**config.mk**
```make
export PLATFORM = sky130hd
export DESIGN_NAME = mii_tx_serializer
export DESIGN_NICKNAME = d
export VERILOG_FILES = /design/src/rtl/mii_tx_pkg.sv /design/src/rtl/mii_tx_ctrl.sv /design/src/rtl/mii_tx_byte_hold.sv /design/src/rtl/mii_tx_encode.sv /design/src/rtl/mii_tx_serializer.sv
export SDC_FILE = /design/constraint.sdc
export NUM_CORES = 1
export LEC_CHECK = 0
export BUFFER_PORTS_ARGS = -buffer_cell sky130_fd_sc_hd__buf_2
export CORE_AREA = 2 2 59 61
export CTS_BUF_LIST = sky130_fd_sc_hd__clkbuf_4
export CTS_CLUSTER_DIAMETER = 120
export DETAILED_ROUTE_END_ITERATION = 10
export DIE_AREA = 0 0 61 63
export PLACE_DENSITY = 0.66
export SLEW_MARGIN = 5
export SYNTH_ARGS = -nofsm -noshare
export SYNTH_HDL_FRONTEND = slang
export SYNTH_SLANG_ARGS = --single-unit
```
**constraint.sdc**
```tcl
create_clock -name tx_clk -period 1.5 [get_ports tx_clk]
set_input_delay 0 -clock tx_clk [delete_from_list [all_inputs] [get_ports tx_clk]]
set_output_delay 0 -clock tx_clk [all_outputs]
set_load 0.005 [all_outputs]
```
**src/rtl/mii_tx_pkg.sv**
```systemverilog
package mii_tx_pkg;

   typedef enum logic [2:0] {
      ST_IDLE  = 3'd0,
      ST_PRE   = 3'd1,
      ST_SFD   = 3'd2,
      ST_DATA  = 3'd3,
      ST_ABORT = 3'd4,
      ST_LPI   = 3'd5
   } tx_state_e;

   localparam logic [3:0] NIB_PRE  = 4'h5;
   localparam logic [3:0] NIB_SFD  = 4'hD;
   localparam logic [3:0] NIB_LPI  = 4'b0001;
   localparam logic [3:0] NIB_ZERO = 4'h0;

endpackage

```
**src/rtl/mii_tx_ctrl.sv**
```systemverilog
module mii_tx_ctrl
   import mii_tx_pkg::*;
#(
   parameter int PRE_NIBBLES   = 15,
   parameter int ABORT_NIBBLES = 1,
   parameter bit ABORT_EN      = 1'b1,
   parameter bit LPI_EN        = 1'b1
) (
   input  logic      clk,
   input  logic      rst_n,
   input  logic      in_valid,
   input  logic      in_sof,
   input  logic      in_eof,
   input  logic      in_abort,
   input  logic      lpi_req,
   output logic      in_ready,
   output logic      byte_load,
   output tx_state_e st_nx,
   output logic      hi_nx
);

   localparam int CNT_MAX = (PRE_NIBBLES > ABORT_NIBBLES) ? PRE_NIBBLES : ABORT_NIBBLES;
   localparam int CNT_W   = $clog2(CNT_MAX + 1);
   localparam logic [CNT_W-1:0] PRE_LAST = CNT_W'(PRE_NIBBLES - 1);
   localparam logic [CNT_W-1:0] ABT_LAST = CNT_W'(ABORT_NIBBLES - 1);
   localparam tx_state_e CUT_DEST = ABORT_EN ? ST_ABORT : ST_IDLE;

   tx_state_e        st_q;
   logic [CNT_W-1:0] cnt_q, cnt_nx;
   logic             hi_q;
   logic             eof_q, eof_nx;
   logic             lpi_go;

   // Honour low-power only when the option is built in
   generate
      if (LPI_EN) begin : g_lpi
         assign lpi_go = lpi_req;
      end else begin : g_no_lpi
         assign lpi_go = 1'b0;
      end
   endgenerate

   always_comb begin
      st_nx     = st_q;
      cnt_nx    = cnt_q;
      hi_nx     = hi_q;
      eof_nx    = eof_q;
      in_ready  = 1'b0;
      byte_load = 1'b0;
      case (st_q)
         ST_IDLE: begin
            in_ready = !lpi_go;
            hi_nx    = 1'b0;
            if (lpi_go) begin
               st_nx = ST_LPI;
            end else if (in_valid && in_sof && !in_abort) begin
               st_nx     = ST_PRE;
               cnt_nx    = '0;
               byte_load = 1'b1;
               eof_nx    = in_eof;
            end
         end
         ST_PRE: begin
            if (cnt_q == PRE_LAST) begin
               st_nx = ST_SFD;
            end else begin
               cnt_nx = cnt_q + 1'b1;
            end
         end
         ST_SFD: begin
            st_nx = ST_DATA;
            hi_nx = 1'b0;
         end
         ST_DATA: begin
            if (!hi_q) begin
               hi_nx = 1'b1;
            end else begin
               in_ready = !eof_q;
               hi_nx    = 1'b0;
               if (eof_q) begin
                  st_nx = ST_IDLE;
               end else if (in_valid && !in_abort) begin
                  byte_load = 1'b1;
                  eof_nx    = in_eof;
               end else begin
                  // explicit abort or underrun
                  st_nx  = CUT_DEST;
                  cnt_nx = '0;
               end
            end
         end
         ST_ABORT: begin
            if (cnt_q == ABT_LAST) begin
               st_nx = ST_IDLE;
            end else begin
               cnt_nx = cnt_q + 1'b1;
            end
         end
         ST_LPI: begin
            if (!lpi_go) st_nx = ST_IDLE;
         end
         default: st_nx = ST_IDLE;
      endcase
   end

   always_ff @(posedge clk or negedge rst_n) begin
      if (!rst_n) begin
         st_q  <= ST_IDLE;
         cnt_q <= '0;
         hi_q  <= 1'b0;
         eof_q <= 1'b0;
      end else begin
         st_q  <= st_nx;
         cnt_q <= cnt_nx;
         hi_q  <= hi_nx;
         eof_q <= eof_nx;
      end
   end

   // inside a frame, ready never holds for two cycles in a row
   assert_ready_gap_R4: assert property (@(posedge clk) disable iff (!rst_n)
      (st_q == ST_DATA && in_ready) |=> !in_ready);

   // a missing byte at the ready slot sends the frame into abort
   assert_underrun_abort_R6: assert property (@(posedge clk) disable iff (!rst_n)
      (ABORT_EN && st_q == ST_DATA && in_ready && !in_valid) |=> (st_q == ST_ABORT));

   // no frame state steps straight into low-power signalling
   assert_lpi_deferred_R8: assert property (@(posedge clk) disable iff (!rst_n)
      (st_q != ST_IDLE && st_q != ST_LPI) |=> (st_q != ST_LPI));

endmodule

```
**src/rtl/mii_tx_byte_hold.sv**
```systemverilog
module mii_tx_byte_hold #(
   parameter int NIB_W = 4,
   localparam int BYTE_W = 2 * NIB_W
) (
   input  logic              clk,
   input  logic              rst_n,
   input  logic              byte_load,
   input  logic [BYTE_W-1:0] in_data,
   output logic [BYTE_W-1:0] byte_nx
);

   logic [BYTE_W-1:0] byte_q;

   assign byte_nx = byte_load ? in_data : byte_q;

   always_ff @(posedge clk or negedge rst_n) begin
      if (!rst_n) byte_q <= '0;
      else        byte_q <= byte_nx;
   end

endmodule

```
**src/rtl/mii_tx_encode.sv**
```systemverilog
module mii_tx_encode
   import mii_tx_pkg::*;
#(
   parameter int NIB_W    = 4,
   parameter bit ABORT_EN = 1'b1,
   parameter bit LPI_EN   = 1'b1,
   localparam int BYTE_W  = 2 * NIB_W
) (
   input  tx_state_e         st,
   input  logic              hi,
   input  logic [BYTE_W-1:0] byte_v,
   output logic [NIB_W-1:0]  txd_v,
   output logic              en_v,
   output logic              er_v
);

   always_comb begin
      txd_v = NIB_ZERO;
      en_v  = 1'b0;
      case (st)
         ST_PRE: begin
            txd_v = NIB_PRE;
            en_v  = 1'b1;
         end
         ST_SFD: begin
            txd_v = NIB_SFD;
            en_v  = 1'b1;
         end
         ST_DATA: begin
            txd_v = hi ? byte_v[BYTE_W-1:NIB_W] : byte_v[NIB_W-1:0];
            en_v  = 1'b1;
         end
         ST_ABORT: begin
            txd_v = NIB_ZERO;
            en_v  = 1'b1;
         end
         ST_LPI: begin
            txd_v = NIB_LPI;
         end
         default: begin
            txd_v = NIB_ZERO;
         end
      endcase
   end

   // Error line: tied low when neither abort nor low-power is built
   generate
      if (ABORT_EN || LPI_EN) begin : g_er
         assign er_v = (st == ST_ABORT) || (st == ST_LPI);
      end else begin : g_er_tied
         assign er_v = 1'b0;
      end
   endgenerate

endmodule

```
**src/rtl/mii_tx_serializer.sv**
```systemverilog
module mii_tx_serializer
   import mii_tx_pkg::*;
#(
   parameter int NIB_W         = 4,
   parameter int PRE_NIBBLES   = 15,
   parameter int ABORT_NIBBLES = 1,
   parameter bit ABORT_EN      = 1'b1,
   parameter bit LPI_EN        = 1'b1,
   localparam int BYTE_W       = 2 * NIB_W
) (
   input  logic              tx_clk,
   input  logic              rst_n,
   input  logic              in_valid,
   output logic              in_ready,
   input  logic [BYTE_W-1:0] in_data,
   input  logic              in_sof,
   input  logic              in_eof,
   input  logic              in_abort,
   input  logic              lpi_req,
   output logic [NIB_W-1:0]  txd,
   output logic              tx_en,
   output logic              tx_er
);

   generate
      if (NIB_W != 4) begin : g_bad_nib
         $error("mii_tx_serializer: NIB_W must be 4");
      end
      if (PRE_NIBBLES < 1) begin : g_bad_pre
         $error("mii_tx_serializer: PRE_NIBBLES must be at least 1");
      end
      if (ABORT_NIBBLES < 1) begin : g_bad_abt
         $error("mii_tx_serializer: ABORT_NIBBLES must be at least 1");
      end
   endgenerate

   tx_state_e         st_nx;
   logic              hi_nx;
   logic              byte_load;
   logic [BYTE_W-1:0] byte_nx;
   logic [NIB_W-1:0]  txd_nx;
   logic              en_nx, er_nx;

   mii_tx_ctrl #(
      .PRE_NIBBLES   (PRE_NIBBLES),
      .ABORT_NIBBLES (ABORT_NIBBLES),
      .ABORT_EN      (ABORT_EN),
      .LPI_EN        (LPI_EN)
   ) u_ctrl (
      .clk       (tx_clk),
      .rst_n     (rst_n),
      .in_valid  (in_valid),
      .in_sof    (in_sof),
      .in_eof    (in_eof),
      .in_abort  (in_abort),
      .lpi_req   (lpi_req),
      .in_ready  (in_ready),
      .byte_load (byte_load),
      .st_nx     (st_nx),
      .hi_nx     (hi_nx)
   );

   mii_tx_byte_hold #(.NIB_W(NIB_W)) u_hold (
      .clk       (tx_clk),
      .rst_n     (rst_n),
      .byte_load (byte_load),
      .in_data   (in_data),
      .byte_nx   (byte_nx)
   );

   mii_tx_encode #(
      .NIB_W    (NIB_W),
      .ABORT_EN (ABORT_EN),
      .LPI_EN   (LPI_EN)
   ) u_enc (
      .st     (st_nx),
      .hi     (hi_nx),
      .byte_v (byte_nx),
      .txd_v  (txd_nx),
      .en_v   (en_nx),
      .er_v   (er_nx)
   );

   // Outputs come straight from flops loaded with the next-state decode
   always_ff @(posedge tx_clk or negedge rst_n) begin
      if (!rst_n) begin
         txd   <= '0;
         tx_en <= 1'b0;
         tx_er <= 1'b0;
      end else begin
         txd   <= txd_nx;
         tx_en <= en_nx;
         tx_er <= er_nx;
      end
   end

   // every frame opens with a preamble nibble
   assert_frame_opens_pre_R2: assert property (@(posedge tx_clk) disable iff (!rst_n)
      $rose(tx_en) |-> (txd == NIB_PRE));

   // once the error line rises in a frame, clean data never resumes
   assert_abort_sticky_R5: assert property (@(posedge tx_clk) disable iff (!rst_n)
      (tx_en && tx_er) |=> (!tx_en || tx_er));

   // error without enable always carries the low-power code
   assert_lpi_code_R7: assert property (@(posedge tx_clk) disable iff (!rst_n)
      (tx_er && !tx_en) |-> (txd == NIB_LPI));

   // the cycle after a frame ends is a plain idle
   assert_gap_after_frame_R8: assert property (@(posedge tx_clk) disable iff (!rst_n)
      $fell(tx_en) |-> !tx_er);

endmodule

```
==> out/metrics.cfg <==
[grt]
grt_start_max_net_pins = 24
first_global_vias = 1064
gr-total-overflow = 0
grt.total_usage_pct = 16.6
grt_pass1_wl_mm = 4.87
antenna_found_initial = 0

[yosys]
yosysTopAreaCell = dfrtp_1
synth_top_area_share_pct = 46.4
synth_flop_cell = dfrtp_1
ys_types = 39
yosys_warnings = 0
synth-async-reset-ratio_pct = 100
syn_area_per_cell_um2 = 11.1
syn_inst = 112
syn_nets = 130
yosys-top-cells-area = dfrtp_1 (46%), mux2_4 (9.7%), mux2i_1 (4.0%), o21ai_0 (3.2%), ha_1 (3.0%)
synth-edff-count = 0
yosysSeqAreaShare_pct = 46.4
ys_seq_elements = 23
netlist_area_mm2 = 0.00124

[sta]
worst_pin_slew_ns = 0.531
fmaxAchievable_mhz = 553
fin_crit_sh_pct = 121
drv_slew = 0
hold_viol_final = 0
fin_crit_ns = 1.81
slew_headroom_pct = 64.6
fin_ws_ns = -0.310
finClkSkew_ns = 0.00330
whs_ns = 0.174
finalSetupViolCount = 18
setup_tns_ns = -2.48
grt_setup_unrepaired = yes

[hold_path]
hold_path_class = in -> async

[critical_path]
cpPeakStageDelay_ns = 0.43
path_cells = or3_4 -> a2bb2oi_4 -> buf_4 -> mux2_4 -> mux2i_1 -> o22ai_1
cp.buffers_inverters = 1
worst-r2r-setup-slack_ns = -0.31
critPathArrivalTime_ns = 2.01
start_kind = flip-flop
reg2reg_depth = 6
rr_startpoint = u_ctrl.st_q[1]$_DFF_PN0_
path_class = reg -> reg
cp_top_family = multiplexers
critPathCaptureType = flip-flop
required_ns = 1.70
worstReg2RegEnd = txd[2]$_DFF_PN0_
crit_fanout = 5
slowest_stage = dfrtp_1

[detailed_routing]
wirelength_mm = 2.97
final_antenna_net_count = 0
first_iter_violations = 76
vias = 1058
routed_via_density = 4.88
wl_per_cell_um = 13.7
drt_pass1_iterations = 4
drc = 0

[layout]
nNetsFinal = 190
syn_to_final_growth_pct = 42.1
fill_cells = 275
drive_gt1_share_pct = 43.9
antenna_cells = 0

[floorplanning]
num_rows = 21
dieHeight_um = 63
die-area_mm2 = 0.00384
coreArea_mm2 = 0.00323
initial_core_util_pct = 38.4
fp.dieW_um = 61
num_io_pins = 22

[clock_tree]
cts_buffers = 3
cts_root_buffer = clkbuf_4
path_clk_slew_ns = 0.14
clock_sinks = 23
clock_path_buffers = 2
insertion_delay_ns = 0.31
cts.htree.levels = 1
cts_tree = yes

[power]
powerDensity_mw_per_mm2 = 1540
p_leak_nw = 0.861
ir_drop_mv = 0.565

[placed_design]
portBuffers = 21
hpwl_mm = 1.99
pre_cts_ws_ns = -0.231
gp_congestion = 0.882

[job]
maxCapViolations = 0

[run_status]
status = finished, violations left
violations = negative setup slack

-- stage by stage --
step	power [W]	area, um2	cells	util (%)
4_1_cts	0.00260	1670	208	51.6
5_1_grt	0.00294	1760	217	54.5
3_5_place_dp	0.00224	1530	194	47.2
6_report	0.00272	1760	217	54.5
3_3_place_gp	0.00217	1530	194	47.2
2_1_floorplan	0.00176	1250	112	-
-- worst max-delay path by stage --
stage / from / endpoint / slack (ns) / cells after the start
after floorplan: u_ctrl.st_q[1]$_DFF_PN0_ / txd[3]$_DFF_PN0_ / -0.15 / 6
after global placement: u_ctrl.st_q[1]$_DFF_PN0_ / txd[2]$_DFF_PN0_ / -0.16 / 5
after detailed placement: u_ctrl.st_q[1]$_DFF_PN0_ / txd[3]$_DFF_PN0_ / -0.23 / 5
after CTS: u_ctrl.st_q[1]$_DFF_PN0_ / txd[3]$_DFF_PN0_ / -0.26 / 5
after global routing: u_ctrl.st_q[1]$_DFF_PN0_ / txd[2]$_DFF_PN0_ / -0.36 / 6
final: u_ctrl.st_q[1]$_DFF_PN0_ / txd[2]$_DFF_PN0_ / -0.31 / 6
-- synthesized netlist by cell type (all sizes together), types with 3 or more instances --
master,number
ha,3
dfrtp,23
inv,6
nand2,8
buf,3
mux2,9
mux2i,5
nor2,4
a21oi,4
o21ai,11
nor2b,4
nand3,3
-- sequential cells by signal (all words and copies together), names as in the netlist --
name           count
tx_en              1
tx_er              1
txd                4
u_ctrl.cnt_q       4
u_ctrl.eof_q       1
u_ctrl.hi_q        1
u_ctrl.st_q        3
u_hold.byte_q      8
-- repair_timing --
action                                  CTS  global route
endpoints found under the hold margin    32             0
setup buffers                             0             9
hold buffers                             10             0
cloned                                    0             0
endpoints found under the setup margin   11            20
resized for setup                         4             9
pin swaps                                 2             3
-- per-layer routing --
layer	track usage, %	share of wire (%)	up-vias
met1	22.4	47	512
met4	4.89	1.2	0
met3	2.07	2.4	4
met5	0	0	-
li1	-	-	518
met2	27.4	49	24
-- where the power goes --
group | leakage [nW] | internal (W) | switching [W]
sequential | 0.289 | 0.000843 | 0.000125
clock | 0.0177 | 0.0000996 | 0.000199
combinational | 0.554 | 0.000816 | 0.000636
total | 0.861 | 0.00176 | 0.000960
-- cell usage in the layout (no fill, tap or decap), drive strengths merged, types with 4 or more instances in the layout --
cell	count
dlygate4sd3	10
a21oi	4
inv	6
buf	50
o21ai	11
mux2i	5
nor2	4
mux2	9
nand2	8
dfrtp	23
nor2b	4
-- final cells by class --
cell class                 count  area, um2  area share, %
multi-input combinational     78        644           36.6
sequential                    23        576           32.7
timing repair buffer          60        434           24.6
tap                           46       57.6           3.27
clock buffer                   3       22.5           1.28
inverter                       6       22.5           1.28
clock inverter                 1       5.00          0.284
-- cells by family after synthesis --
logic type,share of synthesized area (%)
compound gates,14.5
xor+xnor,0.706
flops,46.4
fa+ha+maj,3.03
simple gates,16.3
mux,14.6
buf+inv,4.34
Note: power is estimated with default switching activity, not from simulation.
